**src/rtl/bank_peak_pkg.sv**
```systemverilog
package bank_peak_pkg;

  // Per-cycle control from the point sequencer to the max tracker.
  typedef struct packed {
    logic clear;  // start accepted: reset the running maximum
    logic take;   // current point is active and joins the maximum
    logic last;   // final step of the bank: publish the result
  } step_t;

endpackage

```
**src/rtl/bank_peak_seq.sv**
```systemverilog
module bank_peak_seq
  import bank_peak_pkg::*;
#(
  parameter int MAX_PTS = 4,
  parameter int CNT_W   = $clog2(MAX_PTS + 1),
  parameter int IDX_W   = $clog2(MAX_PTS)
) (
  input  logic             clk,
  input  logic             rst_n,
  input  logic             start_i,
  input  logic [CNT_W-1:0] count_i,
  output step_t            step_o,
  output logic [IDX_W-1:0] idx_o,
  output logic             done_o
);

  logic             busy_q, busy_d;
  logic             has_q, has_d;
  logic [IDX_W-1:0] idx_q, idx_d;
  logic [IDX_W-1:0] last_q, last_d;
  logic             done_q, done_d;
  logic [CNT_W-1:0] n_eff;
  logic             accept, at_last;

  always_comb begin
    n_eff   = (count_i > CNT_W'(MAX_PTS)) ? CNT_W'(MAX_PTS) : count_i;
    accept  = start_i && !busy_q;
    at_last = busy_q && (idx_q == last_q);

    busy_d = busy_q;
    idx_d  = idx_q;
    last_d = last_q;
    has_d  = has_q;
    if (accept) begin
      busy_d = 1'b1;
      idx_d  = '0;
      has_d  = (n_eff != '0);
      last_d = (n_eff == '0) ? '0 : IDX_W'(n_eff - CNT_W'(1));
    end else if (busy_q) begin
      busy_d = !at_last;
      idx_d  = idx_q + IDX_W'(1);
    end
    done_d = at_last;
  end

  always_ff @(posedge clk or negedge rst_n) begin
    if (!rst_n) begin
      busy_q <= 1'b0;
      has_q  <= 1'b0;
      idx_q  <= '0;
      last_q <= '0;
      done_q <= 1'b0;
    end else begin
      busy_q <= busy_d;
      done_q <= done_d;
      if (accept || busy_q) idx_q <= idx_d;
      if (accept) begin
        has_q  <= has_d;
        last_q <= last_d;
      end
    end
  end

  assign step_o.clear = accept;
  assign step_o.take  = busy_q && has_q;
  assign step_o.last  = at_last;
  assign idx_o        = idx_q;
  assign done_o       = done_q;


  done_single_chk: assert property (@(posedge clk) disable iff (!rst_n)
    done_q |=> !done_q);


  done_ends_run_chk: assert property (@(posedge clk) disable iff (!rst_n)
    $fell(busy_q) |-> done_q);


  busy_start_ignored_chk: assert property (@(posedge clk) disable iff (!rst_n)
    (busy_q && start_i) |=> $stable(last_q));

endmodule

```
**src/rtl/bank_peak_calib.sv**
```systemverilog
module bank_peak_calib #(
  parameter int CODE_W = 12,
  parameter int TEMP_W = 32,
  parameter int CEIL   = 200000
) (
  input  logic [CODE_W-1:0]        code_i,
  input  logic signed [TEMP_W-1:0] slope_i,
  input  logic signed [TEMP_W-1:0] offset_i,
  output logic signed [TEMP_W-1:0] temp_o
);

  localparam logic signed [TEMP_W-1:0] CEIL_S = TEMP_W'(CEIL);

  logic signed [TEMP_W-1:0] code_s;
  logic signed [TEMP_W-1:0] lin;

  always_comb begin
    code_s = $signed({{(TEMP_W - CODE_W){1'b0}}, code_i});
    lin    = offset_i + slope_i * code_s;
    temp_o = (lin > CEIL_S) ? '0 : lin;
  end

endmodule

```
**src/rtl/bank_peak_max.sv**
```systemverilog
module bank_peak_max
  import bank_peak_pkg::*;
#(
  parameter int TEMP_W = 32,
  parameter int CEIL   = 200000
) (
  input  logic                     clk,
  input  logic                     rst_n,
  input  step_t                    step_i,
  input  logic signed [TEMP_W-1:0] temp_i,
  output logic signed [TEMP_W-1:0] result_o
);

  localparam logic signed [TEMP_W-1:0] MIN_T  = {1'b1, {(TEMP_W - 1){1'b0}}};
  localparam logic signed [TEMP_W-1:0] CEIL_S = TEMP_W'(CEIL);

  logic signed [TEMP_W-1:0] run_q, run_d;
  logic signed [TEMP_W-1:0] res_q, res_d;
  logic signed [TEMP_W-1:0] cand;

  always_comb begin
    cand  = (step_i.take && (temp_i > run_q)) ? temp_i : run_q;
    run_d = step_i.clear ? MIN_T : cand;
    res_d = cand;
  end

  always_ff @(posedge clk or negedge rst_n) begin
    if (!rst_n) begin
      run_q <= MIN_T;
      res_q <= '0;
    end else begin
      if (step_i.clear || step_i.take) run_q <= run_d;
      if (step_i.last) res_q <= res_d;
    end
  end

  assign result_o = res_q;


  run_max_ceiling_chk: assert property (@(posedge clk) disable iff (!rst_n)
    run_q <= CEIL_S);

endmodule

```
**src/rtl/bank_peak_temp.sv**
```systemverilog
module bank_peak_temp
  import bank_peak_pkg::*;
#(
  parameter int MAX_PTS = 4,
  parameter int RAW_W   = 32,
  parameter int CODE_W  = 12,
  parameter int TEMP_W  = 32,
  parameter int CEIL    = 200000,
  localparam int CNT_W  = $clog2(MAX_PTS + 1),
  localparam int IDX_W  = $clog2(MAX_PTS)
) (
  input  logic                       clk,
  input  logic                       rst_n,
  input  logic                       start_i,
  input  logic [MAX_PTS*RAW_W-1:0]   raw_words_i,
  input  logic [CNT_W-1:0]           point_cnt_i,
  input  logic signed [TEMP_W-1:0]   slope_i,
  input  logic signed [TEMP_W-1:0]   offset_i,
  output logic signed [TEMP_W-1:0]   temp_o,
  output logic                       done_o
);

  // Reset: asserted asynchronously, released on the clock.
  logic [1:0] rst_sync_q;
  logic       rst_n_int;

  always_ff @(posedge clk or negedge rst_n) begin
    if (!rst_n) rst_sync_q <= 2'b00;
    else        rst_sync_q <= {rst_sync_q[0], 1'b1};
  end
  assign rst_n_int = rst_sync_q[1];

  step_t                    step;
  logic [IDX_W-1:0]         idx;
  logic [CODE_W-1:0]        code_q [MAX_PTS];
  logic signed [TEMP_W-1:0] slope_q, offset_q;
  logic signed [TEMP_W-1:0] conv;
  logic [CODE_W-1:0]        sel_code;
  logic [MAX_PTS*(RAW_W-CODE_W)-1:0] unused_hi_bits;

  bank_peak_seq #(
    .MAX_PTS (MAX_PTS),
    .CNT_W   (CNT_W),
    .IDX_W   (IDX_W)
  ) seq_i (
    .clk     (clk),
    .rst_n   (rst_n_int),
    .start_i (start_i),
    .count_i (point_cnt_i),
    .step_o  (step),
    .idx_o   (idx),
    .done_o  (done_o)
  );

  // Capture only the conversion code of each point.
  for (genvar k = 0; k < MAX_PTS; k++) begin : g_pt
    always_ff @(posedge clk or negedge rst_n_int) begin
      if (!rst_n_int)      code_q[k] <= '0;
      else if (step.clear) code_q[k] <= raw_words_i[k*RAW_W +: CODE_W];
    end
    assign unused_hi_bits[k*(RAW_W-CODE_W) +: (RAW_W-CODE_W)] =
      raw_words_i[k*RAW_W+CODE_W +: (RAW_W-CODE_W)];
  end

  always_ff @(posedge clk or negedge rst_n_int) begin
    if (!rst_n_int) begin
      slope_q  <= '0;
      offset_q <= '0;
    end else if (step.clear) begin
      slope_q  <= slope_i;
      offset_q <= offset_i;
    end
  end

  assign sel_code = code_q[idx];

  bank_peak_calib #(
    .CODE_W   (CODE_W),
    .TEMP_W   (TEMP_W),
    .CEIL     (CEIL)
  ) calib_i (
    .code_i   (sel_code),
    .slope_i  (slope_q),
    .offset_i (offset_q),
    .temp_o   (conv)
  );

  bank_peak_max #(
    .TEMP_W   (TEMP_W),
    .CEIL     (CEIL)
  ) max_i (
    .clk      (clk),
    .rst_n    (rst_n_int),
    .step_i   (step),
    .temp_i   (conv),
    .result_o (temp_o)
  );


  result_hold_chk: assert property (@(posedge clk) disable iff (!rst_n_int)
    !done_o |-> $stable(temp_o));

endmodule

```
**config.mk**
```make
export PLATFORM = sky130hd
export DESIGN_NAME = bank_peak_temp
export DESIGN_NICKNAME = d
export VERILOG_FILES = /design/src/rtl/bank_peak_pkg.sv /design/src/rtl/bank_peak_seq.sv /design/src/rtl/bank_peak_calib.sv /design/src/rtl/bank_peak_max.sv /design/src/rtl/bank_peak_temp.sv
export SDC_FILE = /design/constraint.sdc
export NUM_CORES = 1
export LEC_CHECK = 0
export BUFFER_PORTS_ARGS = -buffer_cell sky130_fd_sc_hd__buf_4
export CORE_MARGIN = 5
export CORE_UTILIZATION = 55
export CTS_BUF_LIST = sky130_fd_sc_hd__clkbuf_8
export DETAILED_ROUTE_END_ITERATION = 12
export PLACE_DENSITY = 0.87
export SLEW_MARGIN = 10
export SYNTH_ARGS = -nofsm -noshare
export SYNTH_HDL_FRONTEND = slang
export SYNTH_SLANG_ARGS = --single-unit
```
**constraint.sdc**
```tcl
create_clock -name clk -period 5 [get_ports clk]
set_input_delay 0.5 -clock clk [delete_from_list [all_inputs] [get_ports clk]]
set_output_delay 0.5 -clock clk [all_outputs]
set_load 0.005 [all_outputs]
```
==> flow_summary.toml <==
[routing]
vias_per_cell = 5.797
wirelength_mm = 63.99
ant_nets = 0
first_iter_violations = 1814
dr.pass1.iters = 8
drc = 0
vias = 17940
wl_per_cell_um = 20.67

[final_layout]
areaGrowthSynthToFinish_pct = 28.74
layout-drive-gt1-share_pct = 27.92
finalInstanceArea_mm2 = 0.02532
fin_util_pct = 71.53
nets = 3190

[grt]
antenna_found_initial = 8
grt_first_pass_wirelength_mm = 98.45
grt_max_degree = 81
first_global_vias = 19080
grt_use_total_pct = 31.80
grt.overflow.total = 0

[setup_path]
path_common_cell = "fa_1"
cp_data_arrival_time_ps = 10240
r2r_cells = 37
r2r_slack_ps = -4800
crit_required_ps = 5440
cp-end-kind = "register"
slowest_stage = "mux4_2"
cp-start-kind = "register"
worstPathMaxFanout = 8
path_class = "register to register"
max_stage_delay_ps = 680

[clocking]
clockBufferDepth = 2
cts_root_buffer = "clkbuf_8"
cts_buffers = 17
cts_sinks = 185
cts_tree = "built"
cts_max_level = 4
worstSkewPairLatency_ps = 540
clk_pin_slew_ps = 140

[placed_design]
gp_congestion = 0.9558
portBuffers = 150
place_area_mm2 = 0.02362
hpwl_mm = 43.92

[logic_synthesis]
synth-edff-count = 0
syn-num-nets = 2777
syn_avg_cell_area_um2 = 8.928
synth_seq_cells = 185
synth_top_family_by_area = "adder cells"
yosys_warnings = 0
synth-compound-area-share_pct = 9.644
synth_cell_types = 72
synth_top_flop_cell = "dfrtp_1"
yosysSeqAreaShare_pct = 23.54
synth_xor_area_share_pct = 2.316
synthMuxAreaShare_pct = 2.112
synth_area_mm2 = 0.01967
async_flop_share_pct = 100.0
synth_fa_ha_area_share_pct = 34.04
postSynthCellCount = 2203
synth-simple-area-share_pct = 18.86

[die]
dieArea_mm2 = 0.03964
core_mm2 = 0.03540
die_h_um = 199.1
row_count = 69
top_level_ports = 231
initial_core_util_pct = 55.56
fp.dieW_um = 199.1

[sta]
fin_hold_ws_ps = 135.5
worstMarginPinSlew_ps = 1023
final.period_utilization_pct = 196.0
period_minus_slack_ps = 9802
relSlewSlack_pct = 31.68
skew_ps = 33.34
drv_slew = 0
layout_setup_ws_ps = -4802
max_freq_ghz = 0.1020
hold_viol = 0
rsz0062_at_grt = "true"
setup_viol_count_final = 64

[run]
max-cap-violations = 0

[min_path]
hold-path-cell-count = 3
hold_path.class = "input port to register"

[run_status]
status = "finished, violations left"
failed_checks = "setup timing"
==> registers in the layout (all words and copies together), names as in the netlist, 2 cells and up <==
name and cells:
seq_i.last_q 2, code_q 48, max_i.run_q 32, slope_q 32
rst_sync_q 2, max_i.result_o 32, offset_q 32, seq_i.idx_o 2
==> Yosys cell counts, drive strengths merged (6+ instances only) <==
| cell | count | share of area (%) |
|---|---|---|
| nor2b | 51 | 1.6 |
| nand2 | 494 | 9.4 |
| buf | 25 | 0.75 |
| a21o | 21 | 0.80 |
| a2111oi | 6 | 0.33 |
| clkbuf | 95 | 1.8 |
| o41ai | 17 | 1.3 |
| a31oi | 10 | 0.39 |
| a21oi | 39 | 0.99 |
| mux2 | 8 | 0.46 |
| o31a | 20 | 0.89 |
| a211oi | 11 | 0.50 |
| and2 | 115 | 3.7 |
| o32ai | 18 | 0.80 |
| nor2 | 83 | 1.6 |
| ha | 111 | 7.1 |
| nor3 | 17 | 0.43 |
| o31ai | 6 | 0.23 |
| o21ai | 70 | 1.8 |
| nand3 | 15 | 0.38 |
| or3 | 11 | 0.35 |
| xnor2 | 28 | 1.2 |
| xor2 | 18 | 0.84 |
| dfrtp | 184 | 23 |
| mux2i | 10 | 0.51 |
| inv | 362 | 6.9 |
| nand4 | 17 | 0.54 |
| mux4 | 10 | 1.1 |
| fa | 265 | 27 |
==> worst max-delay path, delay by kind of cell, from the launching register on <==
kind	cells	cell delay [ps]
adder cells (fa/ha/maj)	8	3600
AO/OA/AOI/OAI	12	2660
AND/OR/NAND/NOR	7	1240
buffers and inverters	9	1090
multiplexers	1	680
flip-flops	1	440
==> cell families (layout without fill, tap and decap cells) <==
| family | after synthesis | in the layout |
|---|---|---|
| adder cells (fa/ha/maj) | 376 | 376 |
| AO/OA/AOI/OAI | 256 | 257 |
| multiplexers | 28 | 31 |
| other | 1 | 6 |
| flip-flops | 185 | 185 |
| XOR/XNOR | 48 | 48 |
| AND/OR/NAND/NOR | 827 | 828 |
| buffers and inverters | 482 | 903 |
==> cell usage in the layout, fill, tap and decap left out, drive strengths merged, types with 15 or more instances in the layout <==
| cell type | netlist | final |
|---|---|---|
| a21oi | 39 | 39 |
| xor2 | 18 | 18 |
| o21ai | 70 | 70 |
| o31a | 20 | 20 |
| clkbuf | 95 | 21 |
| fa | 265 | 265 |
| xnor2 | 28 | 28 |
| dfrtp | 184 | 184 |
| o32ai | 18 | 18 |
| and2 | 115 | 115 |
| nor2b | 51 | 51 |
| a21o | 21 | 21 |
| ha | 111 | 111 |
| nor3 | 17 | 17 |
| buf | 25 | 504 |
| nand3 | 15 | 15 |
| inv | 362 | 368 |
| nand4 | 17 | 17 |
| o41ai | 17 | 17 |
| nand2 | 494 | 494 |
| nor2 | 83 | 83 |
==> area by class of cell <==
type,instances,area [um2]
sequential,185,4636
clock inverter,15,161.4
tap,461,576.8
fill,2363,10080
clock buffer,17,234.0
timing repair buffer,509,4167
antenna,5,12.51
multi-input combinational,1541,14170
inverter,362,1359
==> worst paths after layout <==
check                                           startpoint                             end
worst min register to register     rst_sync_q[0]$_DFF_PN0_         rst_sync_q[1]$_DFF_PN0_
worst max-delay path            seq_i.idx_o[0]$_DFFE_PN0P_  max_i.result_o[22]$_DFFE_PN0P_
min in group asynchronous                            rst_n         rst_sync_q[1]$_DFF_PN0_
max in group asynchronous          rst_sync_q[1]$_DFF_PN0_        offset_q[17]$_DFFE_PN0P_
worst min-delay path                           slope_i[17]         slope_q[17]$_DFFE_PN0P_
worst max register to register  seq_i.idx_o[0]$_DFFE_PN0P_  max_i.result_o[22]$_DFFE_PN0P_
==> routing by layer <==
layer	routed length [um]	track usage, %
met3	5940	8.076
met2	30730	52.02
met5	48	0
met4	4592	17.15
met1	22680	38.91
==> what timing repair did <==
item	4_1_cts	5_1_grt
hold buffers	1	0
hold endpoints to repair	2	0
gates cloned	5	6
gates resized for setup	65	102
pin swaps	33	46
endpoints found under the setup margin	64	64
setup buffers	21	16
==> metrics by stage <==
| stage | worst slack [ps] | TNS (ps) | cells |
|---|---|---|---|
| final | -4802 | -299900 | 3095 |
| after global routing | -5086 | -319340 | 3092 |
| after global placement | -4542 | -286170 | 3010 |
| after detailed placement | -4809 | -300270 | 3010 |
| after floorplan | -4324 | -270600 | 2203 |
| after CTS | -4515 | -283900 | 3069 |
Power is left out: the tool's default activity adds up to more than one toggle a clock period on the data nets, which glitch-free logic cannot reach.
